[config.mk]
export PLATFORM = sky130hd
export DESIGN_NAME = sync_retry_queue
export DESIGN_NICKNAME = d
export VERILOG_FILES = /design/src/rtl/sync_retry_queue.sv
export SDC_FILE = /design/constraint.sdc
export NUM_CORES = 1
export LEC_CHECK = 0
export ABC_AREA = 0
export CAP_MARGIN = 20
export CORE_ASPECT_RATIO = 0.9
export CORE_UTILIZATION = 45
export CTS_CLUSTER_SIZE = 8
export DETAILED_ROUTE_END_ITERATION = 8
export PLACE_DENSITY = 0.6
export SLEW_MARGIN = 20
export SYNTH_ARGS = -nofsm -noshare
export SYNTH_HDL_FRONTEND = slang
export SYNTH_SLANG_ARGS = --single-unit
[constraint.sdc]
create_clock -name clk -period 16.9 [get_ports clk]
set_clock_uncertainty 0.1 [all_clocks]
set_input_delay 3.38 -clock clk [delete_from_list [all_inputs] [get_ports clk]]
set_output_delay 3.38 -clock clk [all_outputs]
set_load 0.02 [all_outputs]
[src/rtl/sync_retry_queue.sv]
module sync_retry_queue #(
  parameter int SW = 7,
  parameter int DMW = 4,
  parameter int AW = 16,
  parameter int DW = 16,
  parameter int LW = 8,
  parameter int GW = 4,
  parameter int DEPTH = 16,
  parameter int LIM_RST = 8
) (
  input  logic           clk,
  input  logic           rst_n,
  input  logic [GW-1:0]  retry_gap,
  input  logic           cfg_we,
  input  logic [DMW-1:0] cfg_domain,
  input  logic [LW-1:0]  cfg_limit,
  input  logic           new_valid,
  output logic           new_ready,
  input  logic [SW-1:0]  new_stream,
  input  logic [DMW-1:0] new_domain,
  input  logic [AW-1:0]  new_addr,
  input  logic [1:0]     new_mode,
  input  logic [DW-1:0]  new_wdata,
  output logic           mem_valid,
  output logic           mem_is_retry,
  output logic [SW-1:0]  mem_stream,
  output logic [DMW-1:0] mem_domain,
  output logic [AW-1:0]  mem_addr,
  output logic [1:0]     mem_mode,
  output logic [DW-1:0]  mem_wdata,
  input  logic           mem_fail,
  input  logic [DW-1:0]  mem_rdata,
  output logic           rsp_valid,
  output logic [SW-1:0]  rsp_stream,
  output logic [DW-1:0]  rsp_data,
  output logic           trap_valid,
  output logic [SW-1:0]  trap_stream,
  output logic [DMW-1:0] trap_domain
);
  localparam int ND = 1 << DMW;
  localparam int PW = (DEPTH > 1) ? $clog2(DEPTH) : 1;
  localparam int OW = $clog2(DEPTH + 1);

  logic [SW-1:0]  q_stream [DEPTH];
  logic [DMW-1:0] q_domain [DEPTH];
  logic [AW-1:0]  q_addr   [DEPTH];
  logic [1:0]     q_mode   [DEPTH];
  logic [DW-1:0]  q_wdata  [DEPTH];
  logic [LW-1:0]  q_cnt    [DEPTH];
  logic [LW-1:0]  lim      [ND];

  logic [PW-1:0] head, tail;
  logic [OW-1:0] occ;
  logic [GW-1:0] gcnt;

  logic full, take_r, new_go, failed, hit_limit, push;
  logic [LW:0] next_cnt;

  assign full   = (occ == OW'(DEPTH));
  assign take_r = (occ != '0) && (!new_valid || gcnt >= retry_gap || full);
  assign new_ready = !full && !take_r;
  assign new_go = new_valid && new_ready;

  assign mem_valid    = take_r || new_go;
  assign mem_is_retry = take_r;
  assign mem_stream = take_r ? q_stream[head] : new_stream;
  assign mem_domain = take_r ? q_domain[head] : new_domain;
  assign mem_addr   = take_r ? q_addr[head]   : new_addr;
  assign mem_mode   = take_r ? q_mode[head]   : new_mode;
  assign mem_wdata  = take_r ? q_wdata[head]  : new_wdata;

  assign next_cnt  = take_r ? ({1'b0, q_cnt[head]} + 1'b1) : '0;
  assign hit_limit = next_cnt >= {1'b0, lim[mem_domain]};
  assign failed    = mem_valid && mem_fail;
  assign push      = failed && !hit_limit;

  assign rsp_valid   = mem_valid && !mem_fail;
  assign rsp_stream  = mem_stream;
  assign rsp_data    = mem_rdata;
  assign trap_valid  = failed && hit_limit;
  assign trap_stream = mem_stream;
  assign trap_domain = mem_domain;

  function automatic logic [PW-1:0] bump(input logic [PW-1:0] p);
    return (p == PW'(DEPTH - 1)) ? '0 : p + 1'b1;
  endfunction

  always_ff @(posedge clk) begin
    if (!rst_n) begin
      head <= '0;
      tail <= '0;
      occ  <= '0;
      gcnt <= '0;
    end else begin
      if (take_r) head <= bump(head);
      if (push) tail <= bump(tail);
      if (push && !take_r) occ <= occ + 1'b1;
      else if (!push && take_r) occ <= occ - 1'b1;
      if (take_r) gcnt <= '0;
      else if (new_go && gcnt != '1) gcnt <= gcnt + 1'b1;
    end
  end

  always_ff @(posedge clk) begin
    if (push) begin
      q_stream[tail] <= mem_stream;
      q_domain[tail] <= mem_domain;
      q_addr[tail]   <= mem_addr;
      q_mode[tail]   <= mem_mode;
      q_wdata[tail]  <= mem_wdata;
      q_cnt[tail]    <= next_cnt[LW-1:0];
    end
  end

  generate
    for (genvar d = 0; d < ND; d++) begin : g_lim
      always_ff @(posedge clk) begin
        if (!rst_n) lim[d] <= LW'(LIM_RST);
        else if (cfg_we && cfg_domain == DMW'(d)) lim[d] <= cfg_limit;
      end
    end
  endgenerate
endmodule

Word-level counts from Yosys, hierarchy flattened
Memories as Yosys holds them, arrays and structs flattened. A register that Yosys moved wholly into a read port is not among the register bits.
Cells that the tools add are included.
{ "totals": {"regBits": 17, "ram_bits": 976, "out_inout_bits": 84, "mem_count": 7} }
{ "memory_table": {"columns": ["name", "depth", "word_bits", "read_ports", "rd_ports_with_merged_regs", "wr", "line_no", "rtl"], "rows": [
  ["q_addr", 16, 16, 1, 1, 1, "46", "logic [AW-1:0] q_addr [DEPTH];"],
  ["q_wdata", 16, 16, 1, 1, 1, "48", "logic [DW-1:0] q_wdata [DEPTH];"],
  ["lim", 16, 8, 1, 0, 16, "50", "logic [LW-1:0] lim [ND];"],
  ["q_cnt", 16, 8, 1, 1, 1, "49", "logic [LW-1:0] q_cnt [DEPTH];"],
  ["q_stream", 16, 7, 1, 1, 1, "44", "logic [SW-1:0] q_stream [DEPTH];"],
  ["q_domain", 16, 4, 1, 1, 1, "45", "logic [DMW-1:0] q_domain [DEPTH];"],
  ["+1 memories", null, null, null, null, null, null, null]
]} }
{ "op_classes": {"add_sub_neg": 6, "magnitude_cmp": 2, "n_eq_ne": 19, "n_mux": 89, "bitwise": 17, "n_reduce_logical": 39} }
{ "op_table": {"columns": ["op", "count"], "rows": [
  ["$mux 8", 16],
  ["$mux 4", 15],
  ["$mux 1", 51],
  ["$eq 4x4->1 const B", 10],
  ["$mux 16", 2],
  ["$logic_and 1x1->1", 26],
  ["$eq 4x3->1 const B", 4],
  ["$or 1x1->1", 16],
  ["$add 4x1->4 const B", 3],
  ["$mux 5", 2],
  ["$add 8x1->9 const B", 1],
  ["$ge 9x8->1", 1],
  ["$mux 9", 1],
  ["$eq 4x2->1 const B", 2],
  ["$mux 7", 1],
  ["$logic_not 1->1", 6],
  ["$add 5x1->5 const B", 1],
  ["$eq 5x5->1 const B", 1],
  ["$reduce_bool 5->1", 1],
  ["$sub 5x1->5 const B", 1],
  ["$eq 4x1->1 const B", 1],
  ["$ge 4x4->1", 1],
  ["$logic_not 4->1", 1],
  ["$ne 4x4->1 const B", 1],
  ["other kinds (5)", 7]
]} }

Longest topological paths before layout
{ "depth": {"word_depth": 14, "ltp_mapped": 32} }

Worst setup path after synthesis
Ideal clock, no wire load.
{ "synth_timing": {"path_kind": "input to register", "from": "in retry_gap[1]", "to": "mem q_addr[0][0] (enable)", "setup_ps": 614, "t_arrival_ps": 12462, "t_required_ps": 16186, "slack_ps": 3724, "cell_stages": 22, "cell_sequence": "inv_1 -> ha_1 -> o21ai_0 -> a21oi_1 -> o22a_1 -> buf_2 -> mux2i_4 -> buf_4 -> buf_4 -> mux2i_1 -> nand2_1 -> a32oi_1 -> o221ai_1 -> ha_1 -> nand2b_1 -> a21o_1 -> a21oi_1 -> o21ai_0 -> a31o_2 -> a211oi_4 -> nand3_4 -> nor4b_1"} }
{ "synth_via": {"elab_chain_cells": 12, "word_cells_on_any_way": 17, "cone_classes": "2 x order compare; 4 x mux; 10 x reduce/logical; 1 x memory"} }
{ "synth_rtl": {"columns": ["item", "line_no", "rtl"], "rows": [
  ["start: declaration", "13", "input logic [GW-1:0] retry_gap,"],
  ["$ge 4x4->1 (*)", "60", "assign take_r = (occ != '0) && (!new_valid || gcnt >= retry_gap || full);"],
  ["$logic_or 1x1->1 (*) (2 in a row)", "60", null],
  ["$logic_and 1x1->1 (*)", "60", null],
  ["branches (longest 5 deep; another with $ge 9x8->1)", null, null],
  ["$logic_and 1x1->1 (*)", "75", "assign push = failed && !hit_limit;"],
  ["$mux 1 (*)", "105", "if (push) begin"],
  ["$mux 1 (implied by the code) (*)", "108", "q_addr[tail] <= mem_addr;"],
  ["end: declaration", "46", null]
]} }
Mark *: on every way between the ends.

Worst setup path in the final report
{ "layout_timing": {"from": "in retry_gap[1]", "to": "out trap_valid"} }
{ "layout_via": {"elab_chain_cells": 10, "word_cells_on_any_way": 14, "cone_classes": "2 x order compare; 2 x mux; 9 x reduce/logical; 1 x memory"} }
{ "layout_rtl": {"columns": ["item", "line_no", "rtl"], "rows": [
  ["$ge 4x4->1 (*)", "60", null],
  ["$logic_or 1x1->1 (*) (2 in a row)", "60", null],
  ["$logic_and 1x1->1 (*)", "60", null],
  ["branches (longest 5 deep; another with $ge 9x8->1)", null, null],
  ["$logic_and 1x1->1 (*)", "80", "assign trap_valid = failed && hit_limit;"],
  ["end: declaration", "36", "output logic trap_valid,"]
]} }
Marked as above.

==> reports/qor.yml <==
synthesis:
  syn-num-nets: 2117
  synth_cell_types: 57
  async_reset_ff_share_pct: 0
  ys_warn_count: 0
  syn_avg_cell_area_um2: 20.06
  synth_seq_area_share_pct: 73.69
  synth-edff-count: 976
  syn_area_mm2: 0.04034
  syn_inst: 2011
  synth_ff_type: "edfxtp_1"
  ys_ff_latch: 997
clock_tree:
  cts_buffers: 142
  cts_tree: "done"
  cts.sinks: 997
  cts_root_buf: "clkbuf_16"
  htree_levels: 4
  hold_buffers: 0
  cts_resized: 0
  postCtsSetupBuffers: 0
  clock_path_buffers: 3
  clock_latency_ns: 0.71
  clk_pin_slew_ns: 0.05
cells_and_area:
  multi_input_area_mm2: 0.009872
  finalInstanceArea_mm2: 0.04666
  layout.cells.non_filler: 3378
  nets: 2300
  drive_gt1_share_pct: 22.45
  seq_area_mm2: 0.02974
  fillerInstances: 6771
  syn2layout_area_growth_pct: 15.67
  antennaDiodeCount: 0
power_and_ir_drop:
  powerDensity_mw_per_mm2: 196.7
  p_leak_nw: 14.99
  ir_worst_vdd_v: 0.0001447
placed_design:
  portBuffers: 133
  placed_area_mm2: 0.04279
  post-place-cells: 3205
  dp_hpwl_mm: 46.63
  routabilityCongestion: 0.8351
route:
  drcViolationCount: 0
  first_pass_iters: 5
  wl_per_cell_um: 26.96
  vias: 19679
  viasPerCell: 5.826
  drtIter0Drc: 1643
  detail-route-antenna-nets: 0
  wl_mm: 91.08
critical_path:
  cp_data_arrival_time_ns: 9.09
  ff2ff_setup_slack_ns: 8.91
  end_kind: "output port"
  startpoint_type: "primary input"
  ff2ff_path_depth: 16
  critPathRequiredTime_ns: 13.42
  path_class: "primary input to output port"
  path_max_fanout: 49
global_routing:
  grt_pass1_vias: 20867
  antenna_found_initial: 0
  grt.overflow.total: 0
  grt_pass1_wl_mm: 135.8
  grt_max_degree: 80
  grt_usage_pct: 20.47
hold_path:
  whs_path_depth: 2
  min_path_type: "flip-flop to flip-flop"
floorplanning:
  ios: 166
  die_w_um: 317.6
  start_util_pct: 45.70
  die_area_mm2: 0.09085
  die_h_um: 286.0
  row_count: 103
  core_area_mm2: 0.08828
timing:
  final_max_slew_viol_count: 0
  worstMarginPinSlew_ns: 1.091
  finalSetupViolations: 0
  clock.fmax_ghz: 0.07954
  rsz0062_at_grt: "no"
  hold_viol_final: 0
  slew_headroom_pct: 27.29
  tns_ns: 0
  post-route-period-util_pct: 74.39
  period_needed_ns: 12.57
job:
  maxCapViolCount: 0
outcome:
  status: "completed"
[worst max-delay path: stages]
cell	delay, ns
clkdlybuf4s50_1	0.46
inv_1	0.04
ha_1	0.26
o21ai_0	0.07
a21oi_1	0.17
o22a_4	0.26
buf_4	0.71
clkinv_2	0.18
nand2_1	0.11
nand2_1	0.42
nor2_1	0.58
a32oi_1	0.19
o221ai_1	0.11
ha_1	0.26
nand2b_1	0.14
a21o_1	0.18
a21oi_1	0.14
o21ai_0	0.11
a31o_2	0.27
a211oi_4	0.39
nor2_1	0.08
clkdlybuf4s50_1	0.55
[power by group]
part	switching (W)	internal (W)
logic	0.00186	0.00122
registers	0.0000893	0.00351
clock network	0.000976	0.00152
total	0.00292	0.00626
[per-layer routing]
| metal | share of wire (%) | vias to the layer above | wire length, um | GRT usage, % |
|---|---|---|---|---|
| li1 | - | 8449 | - | - |
| met1 | 43 | 10463 | 39380 | 28.57 |
| met2 | 49 | 643 | 44740 | 33.25 |
| met3 | 6.0 | 124 | 5456 | 3.823 |
| met4 | 1.7 | 0 | 1504 | 5.595 |
| met5 | 0 | - | 0 | 0 |
[placed cells by master (no fill, tap or decap), types with 16 or more instances in the layout]
cell and count:
or3_1 20, buf_4 45, dfxtp_1 17, and2_1 119, edfxtp_1 976, ha_1 23
nand2_1 157, a21oi_1 25, clkbuf_16 145, o21ai_0 21, mux2_2 16, clkdlybuf4s50_1 133
nor2_1 29, mux2i_1 51, mux4_2 250, clkbuf_1 17, nor2b_1 19
[through the flow]
step	utilization, %	hold slack, ns	total power [W]	worst slack [ns]
CTS	52.84	0.4244	0.009281	4.287
global route	52.86	0.4526	0.009613	3.930
global placement	48.47	0.3890	0.006680	4.404
detailed placement	48.47	0.4173	0.006770	4.308
floorplan	-	0.3697	0.005788	3.724
finish	52.86	0.4239	0.009176	4.327
[worst paths after layout]
path | startpoint | to
max | retry_gap[1] | trap_valid
min reg2reg | gcnt[1]$_SDFFE_PP0P_ | gcnt[1]$_SDFFE_PP0P_
max reg2reg | flip-flop | q_wdata[10][3]$_DFFE_PP_
min | gcnt[1]$_SDFFE_PP0P_ | gcnt[1]$_SDFFE_PP0P_
[final cells by class]
type                            count  share of cell area [%]
Multi-Input combinational cell    858                   21.16
Timing Repair Buffer              179                   3.601
Tap cell                         1155                   3.097
Sequential cell                   997                   63.75
Clock inverter                     11                  0.3540
Inverter                           16                  0.1314
Clock buffer                      162                   7.913
[registers in the layout (all words and copies together), names as in the netlist, named ones only]
register and cells:
q_addr 256, q_wdata 256, lim 128, head 4, tail 4, q_cnt 128, q_stream 112, q_domain 64
q_mode 32, occ 5, gcnt 4
[logic make-up (layout without fill, tap and decap cells)]
group | after synthesis | in the layout | synth area share [%]
compound gates | 102 | 102 | 1.607
xor+xnor | 12 | 12 | 0.2605
fa+ha+maj | 24 | 24 | 0.7630
buf+inv | 156 | 368 | 2.084
simple gates | 387 | 387 | 4.898
flops | 997 | 997 | 73.69
mux | 333 | 333 | 16.69
[Yosys cell counts (3+ instances only)]
cell type | number | area share, %
a21o_1 | 4 | 0.074
mux4_1 | 14 | 0.91
and3_1 | 9 | 0.14
nand2_1 | 157 | 1.5
a221oi_1 | 7 | 0.15
a211oi_1 | 15 | 0.28
and2_1 | 119 | 1.8
buf_4 | 44 | 0.82
o22ai_1 | 7 | 0.11
nor2b_1 | 19 | 0.29
mux4_2 | 250 | 14
ha_1 | 23 | 0.71
nand3b_1 | 3 | 0.056
nor3_1 | 3 | 0.037
mux2_2 | 16 | 0.45
mux2i_1 | 51 | 1.3
nand4_1 | 3 | 0.047
nor4b_1 | 3 | 0.065
edfxtp_1 | 976 | 73
or3_1 | 20 | 0.31
inv_1 | 15 | 0.14
clkbuf_1 | 49 | 0.46
a21oi_1 | 26 | 0.32
nor2_1 | 30 | 0.28
buf_6 | 4 | 0.11
xnor2_1 | 7 | 0.15
buf_1 | 11 | 0.10
nand2b_1 | 5 | 0.078
xor2_1 | 5 | 0.11
nand3_1 | 7 | 0.087
o21ai_0 | 29 | 0.36
buf_2 | 30 | 0.37
dfxtp_1 | 21 | 1.0
No activity file was read; power rests on OpenSTA's default activity.
